==> src/rtl/acc_cpu_pkg.sv <==
// Package: shared widths, opcode encoding and control types for the
// accumulator processor. Assumes a 4-bit opcode above a direct address.
package acc_cpu_pkg;
    parameter int DATA_W = 16;
    parameter int ADDR_W = 12;
    localparam int OPC_W = DATA_W - ADDR_W;

    typedef enum logic [OPC_W-1:0] {
        OP_LOAD  = 4'd0,
        OP_STORE = 4'd1,
        OP_ADD   = 4'd2,
        OP_SUB   = 4'd3,
        OP_JMP   = 4'd4,
        OP_JGE   = 4'd5,
        OP_JNZ   = 4'd6,
        OP_STOP  = 4'd7
    } opcode_t;

    typedef enum logic [1:0] {
        ALU_PASS = 2'd0,
        ALU_ADD  = 2'd1,
        ALU_SUB  = 2'd2
    } alu_sel_t;

    typedef enum logic [1:0] {
        ST_FETCH = 2'd0,
        ST_EXEC  = 2'd1,
        ST_HALT  = 2'd2
    } cpu_state_t;
endpackage

==> src/rtl/acc_cpu_decode.sv <==
// Decoder: turns an instruction word and the current accumulator into
// control signals. Purely combinational. Assumes opcodes 8..15 mean stop.
module acc_cpu_decode
    import acc_cpu_pkg::*;
(
    input  logic [DATA_W-1:0] instr,
    input  logic [DATA_W-1:0] acc,
    output logic              is_mem,
    output logic              is_store,
    output logic              jump_take,
    output logic              is_stop,
    output alu_sel_t          alu_sel
);
    logic [OPC_W-1:0] opc;
    assign opc = instr[DATA_W-1:ADDR_W];

    // Classify the opcode and decide whether a jump is taken.
    always_comb begin
        is_mem    = 1'b0;
        is_store  = 1'b0;
        jump_take = 1'b0;
        is_stop   = 1'b0;
        alu_sel   = ALU_PASS;
        case (opc)
            OP_LOAD:  begin is_mem = 1'b1; alu_sel = ALU_PASS; end
            OP_STORE: begin is_mem = 1'b1; is_store = 1'b1; end
            OP_ADD:   begin is_mem = 1'b1; alu_sel = ALU_ADD; end
            OP_SUB:   begin is_mem = 1'b1; alu_sel = ALU_SUB; end
            OP_JMP:   jump_take = 1'b1;
            OP_JGE:   jump_take = ~acc[DATA_W-1];
            OP_JNZ:   jump_take = |acc;
            default:  is_stop = 1'b1;
        endcase
    end
endmodule

==> src/rtl/acc_cpu_alu.sv <==
// ALU: produces the next accumulator value from the accumulator and the
// operand word. Combinational; results wrap at the data width.
module acc_cpu_alu
    import acc_cpu_pkg::*;
(
    input  logic [DATA_W-1:0] acc,
    input  logic [DATA_W-1:0] operand,
    input  alu_sel_t          sel,
    output logic [DATA_W-1:0] result
);
    // Select pass-through, modular add or modular subtract.
    always_comb begin
        case (sel)
            ALU_ADD: result = acc + operand;
            ALU_SUB: result = acc - operand;
            default: result = operand;
        endcase
    end
endmodule

==> src/rtl/acc_cpu_core.sv <==
// Top: two-phase accumulator processor. Fetch cycle reads the word at PC;
// memory-operand instructions add one operand cycle. Assumes memory read
// data is combinational in the cycle its address is driven.
module acc_cpu_core
    import acc_cpu_pkg::*;
(
    input  logic              clk,
    input  logic              rst_n,
    output logic [ADDR_W-1:0] mem_addr,
    output logic [DATA_W-1:0] mem_wdata,
    output logic              mem_we,
    input  logic [DATA_W-1:0] mem_rdata,
    output logic              halted
);
    cpu_state_t        state;
    logic [ADDR_W-1:0] pc;
    logic [DATA_W-1:0] acc;
    logic [DATA_W-1:0] ir;
    logic [DATA_W-1:0] cur_instr;
    logic [DATA_W-1:0] alu_out;
    logic              is_mem, is_store, jump_take, is_stop;
    alu_sel_t          alu_sel;

    // Decode the fresh word in a fetch, the held word otherwise.
    assign cur_instr = (state == ST_FETCH) ? mem_rdata : ir;

    acc_cpu_decode u_dec (
        .instr     (cur_instr),
        .acc       (acc),
        .is_mem    (is_mem),
        .is_store  (is_store),
        .jump_take (jump_take),
        .is_stop   (is_stop),
        .alu_sel   (alu_sel)
    );

    acc_cpu_alu u_alu (
        .acc     (acc),
        .operand (mem_rdata),
        .sel     (alu_sel),
        .result  (alu_out)
    );

    // Memory port drive: operand address in the operand cycle, PC otherwise.
    assign mem_addr  = (state == ST_EXEC) ? ir[ADDR_W-1:0] : pc;
    assign mem_we    = (state == ST_EXEC) && is_store;
    assign mem_wdata = acc;
    assign halted    = (state == ST_HALT);

    // Sequencer: advances PC, captures instruction, updates accumulator.
    always_ff @(posedge clk) begin
        if (!rst_n) begin
            state <= ST_FETCH;
            pc    <= '0;
            acc   <= '0;
            ir    <= '0;
        end else begin
            case (state)
                ST_FETCH: begin
                    ir <= mem_rdata;
                    if (is_stop) begin
                        state <= ST_HALT;
                    end else if (is_mem) begin
                        state <= ST_EXEC;
                        pc    <= pc + 1'b1;
                    end else if (jump_take) begin
                        pc <= mem_rdata[ADDR_W-1:0];
                    end else begin
                        pc <= pc + 1'b1;
                    end
                end
                ST_EXEC: begin
                    if (!is_store) acc <= alu_out;
                    state <= ST_FETCH;
                end
                default: state <= ST_HALT;
            endcase
        end
    end

    // Two consecutive write strobes would mean a missing fetch cycle.
    assert_store_single_R4: assert property (@(posedge clk) disable iff (!rst_n)
        mem_we |=> !mem_we);

    // Operand cycle is always followed by a fetch.
    assert_two_cycle_R3: assert property (@(posedge clk) disable iff (!rst_n)
        (state == ST_EXEC) |=> (state == ST_FETCH));

    // Sequential fetch increments PC.
    assert_pc_step_R2: assert property (@(posedge clk) disable iff (!rst_n)
        (state == ST_FETCH && !jump_take && !is_stop)
        |=> (pc == $past(pc) + 1'b1));

    // A taken jump lands on the address field.
    assert_jump_target_R5: assert property (@(posedge clk) disable iff (!rst_n)
        (state == ST_FETCH && jump_take && !is_mem && !is_stop)
        |=> (pc == $past(mem_rdata[ADDR_W-1:0])));

    // Halt is sticky, holds the address and never writes.
    assert_halt_hold_R8: assert property (@(posedge clk) disable iff (!rst_n)
        halted |=> (halted && $stable(mem_addr)));

    assert_halt_nowrite_R8: assert property (@(posedge clk) disable iff (!rst_n)
        halted |-> !mem_we);
endmodule

==> config.mk <==
export PLATFORM = sky130hd
export DESIGN_NAME = acc_cpu_core
export DESIGN_NICKNAME = d
export VERILOG_FILES = /design/src/rtl/acc_cpu_pkg.sv /design/src/rtl/acc_cpu_decode.sv /design/src/rtl/acc_cpu_alu.sv /design/src/rtl/acc_cpu_core.sv
export SDC_FILE = /design/constraint.sdc
export NUM_CORES = 1
export LEC_CHECK = 0
export ABC_AREA = 1
export BUFFER_PORTS_ARGS = -buffer_cell sky130_fd_sc_hd__buf_4
export CAP_MARGIN = 30
export CORE_MARGIN = 2
export CORE_UTILIZATION = 60
export CTS_CLUSTER_DIAMETER = 30
export DETAILED_ROUTE_END_ITERATION = 10
export HOLD_SLACK_MARGIN = 0.1
export PLACE_DENSITY_LB_ADDON = 0.1
export SYNTH_ARGS = -nofsm -noshare
export SYNTH_HDL_FRONTEND = slang
export SYNTH_SLANG_ARGS = --single-unit
==> constraint.sdc <==
create_clock -name clk -period 6.2 [get_ports clk]
set_clock_uncertainty 0.1 [all_clocks]
set_input_delay 1.24 -clock clk [delete_from_list [all_inputs] [get_ports clk]]
set_output_delay 1.24 -clock clk [all_outputs]
set_load 0.03 [all_outputs]
Word-level counts from Yosys, hierarchy flattened
Index checks and enable logic that the tools add are counted.
Cells by class
  bitwise logic cells: 2
  mux-type cells: 12
  $mul: 0
  shift-type cells: 0
  add/sub/neg operators: 3
  equal/unequal tests: 11
  magnitude comparators: 0
  reduce and logical (&&, ||, !) cells: 8
  divide/modulo/power cells: 0
Operators with widths (count)
  two-way mux 12 bit: 3
  case mux 16 bit (2 select lines): 1
  adder 16 bit: 1
  two-way mux 16 bit: 1
  OR reduction 16 bit: 1
  subtractor 16 bit: 1
  adder 12 x 1 -> 12 bit (second input constant): 1
  equality test 4 x 3 -> 1 bit (second input constant): 3
  equality test 4 x 2 -> 1 bit (second input constant): 2
  case mux 2 bit (2 select lines): 2
  OR reduction 7 bit: 1
  equality test 2 x 1 -> 1 bit (second input constant): 2
  equality test 2 bit (second input constant): 2
  equality test 4 x 1 -> 1 bit (second input constant): 1
  logical NOT 4 bit: 1
  two-way mux 2 bit: 2
  AND reduction 2 bit: 2
  OR reduction 4 bit: 1
  != test 3 bit (second input constant): 1
  case mux 1 bit (3 select lines): 1
  logical NOT 2 bit: 1
  two-way mux 1 bit: 2
  inverter 1 bit: 2
  logical AND 1 bit: 1
Word-level totals
  memory bits (writable): 0
  register bits after elaboration: 46
  output and inout port bits: 30
  bits in latches: 0
  memory bits (read-only): 0
  memories kept: 0

Longest topological paths before layout
  depth after elaboration: 8
  depth in mapped cells: 28
  mapped depth without buffers: 27

Modules after synthesis
Synthesis repeated with hierarchy kept, for this count alone.
Unflattened totals
  cell total of the unflattened synthesis: 639
  area total of the unflattened synthesis: 3803.6 sq um
Modules (own cells, without submodules)
  acc_cpu_core: instances 1, cells each 334, seq. area each 920.9 sq um, area an instance 2228.4 sq um
  acc_cpu_alu: instances 1, cells each 271, seq. area each 0.0 sq um, area an instance 1440.1 sq um
  acc_cpu_decode: instances 1, cells each 34, seq. area each 0.0 sq um, area an instance 135.1 sq um

Worst setup path before layout
Ideal clock, no wire load.
  path type: input to register
  start: input port mem_rdata[15]
  end: register acc[14] (netlist: mem_wdata[14])
  path slack: 2172 ps
  required time: 5965 ps
  data arrival time: 3793 ps
  cell stages on the path: 21
  path buffers: 1
  setup time: 135 ps
  path through: inv_1 nand2_4 o21ai_4 and2_4 nand3_1 ha_1 inv_1 clkbuf_1 nand2_1 xor2_1 inv_1 ha_1 nand2_1 o21ai_0 nand2_1 nand2_1 nand2_1 nand3_1 nand3_1 nand2_1 a21oi_1
Between the ends
  longest elaborated chain between the ends: 5
  elaborated cells on any way between the ends: 11
  those cells by class: eq/ne: 5; mux: 4; bitwise: 1; reduce/logical: 1
Ends and longest elaborated chain
  from (decl): line acc_cpu_core.sv:12  | input logic [DATA_W-1:0] mem_rdata,
  two-way mux 16 bit *
  equality test 4 x 2 -> 1 bit / equality test 4 x 1 -> 1 bit (equally long branches): line acc_cpu_decode.sv:24  | case (opc)
  case mux 2 bit (2 select lines) / two-way mux 1 bit (equally long branches): line acc_cpu_decode.sv:24
  equality test 2 bit, or another cell as far along: line acc_cpu_alu.sv:13  | case (sel)
  case mux 16 bit (2 select lines) / AND reduction 2 bit (equally long branches)
  to (signal assigned): line acc_cpu_core.sv:73  | if (!is_store) acc <= alu_out;
  to (decl): line acc_cpu_core.sv:17  | logic [DATA_W-1:0] acc;
Every way passes the cells marked *; elsewhere a longest branch is shown, timed or not.
A chain may end at the register's enable or synchronous reset.

Final worst setup path
  start: input port mem_rdata[15]
  end: register acc[10] (netlist: mem_wdata[10])
Same word-level chain as after synthesis.

==> metrics.txt <==
# TYPE chip_impl_metric gauge
chip_impl_info{name="outcome",value="completed"} 1
chip_impl_metric{name="p_leak",unit="nW"} 2.101
chip_impl_metric{name="num_rows",unit=""} 28
chip_impl_metric{name="timing.slew.headroom",unit="%"} 49.83
chip_impl_metric{name="synth.avg_cell_area",unit="um^2"} 6.304
chip_impl_metric{name="fin_ws",unit="ps"} 1678
chip_impl_info{name="post_synth_main_area_contributors",value="dfxtp_1 (24%), nand2_1 (16%), inv_1 (7.3%), a21oi_1 (6.5%), o21ai_0 (6.5%)"} 1
chip_impl_metric{name="synth_async_sr_flop_share",unit="%"} 0
chip_impl_metric{name="cap_violations",unit=""} 0
chip_impl_metric{name="layout.core_utilization",unit="%"} 70.63
chip_impl_info{name="worstSetupPathType",value="input pin to flip-flop"} 1
chip_impl_metric{name="dp_hpwl",unit="um"} 8250
chip_impl_metric{name="layout.cell_area.non_filler",unit="um^2"} 4232
chip_impl_metric{name="place_congestion",unit=""} 0.9388
chip_impl_metric{name="worstPathMaxFanout",unit=""} 13
chip_impl_metric{name="postcts_setup_bufs",unit=""} 0
chip_impl_metric{name="global_routing_met1_resource_utilization",unit="%"} 42.32
chip_impl_metric{name="synth_top_cell_area_share",unit="%"} 24.43
chip_impl_metric{name="grt_overflow_total",unit=""} 0
chip_impl_metric{name="tns",unit="ps"} 0
chip_impl_info{name="sort_of_element_at_the_end_of_the_critical_path",value="flip-flop"} 1
chip_impl_metric{name="timing.final.setup_violations",unit=""} 0
chip_impl_metric{name="detailed_place.area",unit="um^2"} 4144
chip_impl_metric{name="synth-seq-area-share",unit="%"} 24.43
chip_impl_metric{name="grt_start_max_net_pins",unit=""} 32
chip_impl_metric{name="ant_nets",unit=""} 0
chip_impl_metric{name="ir_worst_vdd",unit="mV"} 0.1506
chip_impl_metric{name="buf_inv_on_cp",unit=""} 4
chip_impl_metric{name="drive_above_1_share",unit="%"} 16.04
chip_impl_info{name="grt_setup_unrepaired",value="no"} 1
chip_impl_metric{name="core-area",unit="um^2"} 5991
chip_impl_metric{name="actual_slew_at_the_worst_max_slew_pin",unit="ps"} 750.7
chip_impl_metric{name="dieWidth",unit="um"} 83.27
chip_impl_metric{name="cts.sinks",unit=""} 46
chip_impl_metric{name="portBuffers",unit=""} 47
chip_impl_metric{name="max_stage_delay",unit="ps"} 390
chip_impl_info{name="critical_path_cell_by_cell",value="buf_4 -> inv_1 -> nand2_4 -> o21ai_4 -> and2_4 -> nand3_1 -> ha_1 -> inv_1 -> o21ai_0 -> xor2_1 -> ha_1 -> a21oi_1 -> o21ai_0 -> inv_1 -> nand3_1 -> nand2_1 -> nand2_1 -> o21ai_0 -> a21oi_1"} 1
chip_impl_info{name="root_buffer_master",value="clkbuf_8"} 1
chip_impl_metric{name="postSynthNetCount",unit=""} 636
chip_impl_metric{name="synth_enable_flop_cells",unit=""} 0
chip_impl_metric{name="initial_utilization",unit="%"} 62.93
chip_impl_info{name="synth-main-ff-cell",value="dfxtp_1"} 1
chip_impl_metric{name="final_nets",unit=""} 673
chip_impl_info{name="cp_slowest_cell",value="ha_1"} 1
chip_impl_metric{name="critPathArrivalTime",unit="ps"} 4610
chip_impl_metric{name="hold_vio_cnt_final",unit=""} 0
chip_impl_metric{name="grt_pass1_wl",unit="um"} 17940
chip_impl_metric{name="met3_usage",unit="%"} 4.672
chip_impl_metric{name="timing.final.crit_share",unit="%"} 72.94
chip_impl_metric{name="post_layout_nonfiller_instances",unit=""} 711
chip_impl_metric{name="h-tree-depth",unit=""} 2
chip_impl_metric{name="p_per_area",unit="nW/um^2"} 212.9
chip_impl_info{name="synth.largest_area_cell",value="dfxtp_1"} 1
chip_impl_metric{name="yosys_register_bits",unit=""} 46
chip_impl_metric{name="post_cts_resize_count",unit=""} 0
chip_impl_metric{name="insertedDiodeCount",unit=""} 0
chip_impl_metric{name="synth-warning-count",unit=""} 0
chip_impl_metric{name="drtIter0Drc",unit=""} 375
chip_impl_metric{name="first_global_vias",unit=""} 3731
chip_impl_metric{name="multi_input_comb_area",unit="um^2"} 2449
chip_impl_metric{name="drc",unit=""} 0
chip_impl_metric{name="routedWlPerCell",unit="um"} 15.35
chip_impl_info{name="worstSetupStartpointType",value="input pin"} 1
chip_impl_metric{name="achievable-frequency",unit="GHz"} 0.2211
chip_impl_metric{name="chipHeight",unit="um"} 83.27
chip_impl_info{name="cp_top_family",value="compound AO/OA/AOI/OAI gates"} 1
chip_impl_info{name="grt_busiest_layer",value="met2"} 1
chip_impl_metric{name="route.vias.total",unit=""} 4057
chip_impl_metric{name="hold_buffers",unit=""} 0
chip_impl_metric{name="layout.area.seq",unit="um^2"} 920.9
chip_impl_metric{name="timing.final.crit_period",unit="ps"} 4522
chip_impl_metric{name="boundaryPins",unit=""} 48
chip_impl_metric{name="route.final.wire_length",unit="um"} 10910
chip_impl_metric{name="dp_worst_setup_slack",unit="ps"} 1532
chip_impl_metric{name="grt_use_total",unit="%"} 31.43
chip_impl_metric{name="antenna_found_initial",unit=""} 0
chip_impl_metric{name="synthToLayoutAreaGrowth",unit="%"} 12.25
chip_impl_metric{name="finalPower",unit="mW"} 0.9009
chip_impl_metric{name="groute.layer.met2.usage",unit="%"} 51.25
chip_impl_metric{name="cts.path.max_buffers",unit=""} 2
chip_impl_info{name="hp-class",value="flip-flop to flip-flop"} 1
chip_impl_metric{name="post_synth_instance_area",unit="um^2"} 3770
chip_impl_metric{name="post-place-cells",unit=""} 703
chip_impl_metric{name="die-area",unit="um^2"} 6933
chip_impl_metric{name="synth_cell_types",unit=""} 39
chip_impl_metric{name="clock_insertion_delay_worst_skew",unit="ps"} 310
chip_impl_metric{name="drv_slew",unit=""} 0
chip_impl_metric{name="clkTransAtPathRegs",unit="ps"} 100
chip_impl_info{name="most_used_standard_cell_by_instance_count_after_synthesis",value="nand2_1"} 1
chip_impl_metric{name="synthCells",unit=""} 598
chip_impl_metric{name="critPathRequiredTime",unit="ps"} 6290
chip_impl_metric{name="numCtsBuffers",unit=""} 5
chip_impl_metric{name="hold-worst-slack",unit="ps"} 395.5
chip_impl_info{name="cts_tree",value="built"} 1
chip_impl_metric{name="layout.filler_cells",unit=""} 559
chip_impl_info{name="post_synth_most_frequent_cells",value="nand2_1 (159), inv_1 (73), nor2_1 (60)"} 1
chip_impl_metric{name="drt_pre_antenna_iters",unit=""} 5
chip_impl_metric{name="route.detailed.vias_per_inst",unit=""} 5.706
## worst min-delay path: cells and delay by family (launching register included)
family	cells	cell delay, ps
flops	1	330
simple gates	1	60
compound gates	1	60
## power breakdown
part           internal, mW  total (mW)  switching [mW]  leakage, nW
registers             0.320       0.339          0.0196        0.376
clock network        0.0798       0.196           0.117       0.0483
logic                 0.116       0.365           0.249         1.68
total                 0.516       0.901           0.385         2.10
## cells by family (layout without fill, tap and decap cells)
logic type / after synthesis / after routing / share of synthesized area, %
fa+ha+maj: 20 / 20 / 6.837
flops: 46 / 46 / 24.43
simple gates: 293 / 293 / 34.92
xor+xnor: 20 / 20 / 4.647
compound gates: 122 / 122 / 18.55
buf+inv: 97 / 135 / 10.62
## layout make-up
| class | instances | share of cell area [%] |
|---|---|---|
| Multi-Input combinational cell | 455 | 57.87 |
| Sequential cell | 46 | 21.76 |
| Timing Repair Buffer | 49 | 9.166 |
| Inverter | 78 | 6.919 |
| Tap cell | 75 | 2.218 |
| Clock buffer | 5 | 1.626 |
| Clock inverter | 3 | 0.4435 |
## cells in the final DEF, fill, tap and decap left out, types with 2 or more instances in the layout
master	instances
nor3_1	4
nand3_1	40
nand2_2	6
nand3_2	7
a21oi_2	12
o21ai_1	3
o211ai_2	2
clkbuf_8	5
inv_1	73
o21ai_0	49
nor2_1	60
a21oi_1	49
xor2_1	19
ha_1	19
nand4_1	4
nand2_4	4
inv_2	5
dfxtp_1	46
nand3b_1	2
o21ai_2	2
nand2_1	159
buf_4	48
clkinv_2	2
## worst paths after layout
kind,startpoint,end,slack [ps],cells after the start
worst max-delay path,mem_rdata[15],mem_wdata[10],1680,19
worst max register to register,state[0],mem_wdata[10],1820,19
worst min-delay path,pc[4],pc[4],400,2
worst min register to register,pc[4],pc[4],400,2
## state kept, by name, summed over array words and instances, names as in the netlist
name       flops
ir            16
mem_wdata     16
pc            12
state          2
## per-layer routing
| metal | part of all wire [%] | wire, um |
|---|---|---|
| met5 | 0 | 0 |
| met1 | 44 | 4830 |
| met4 | 1.9 | 210 |
| met3 | 7.0 | 760 |
| met2 | 47 | 5110 |
Power figures use the tool's default switching activity.
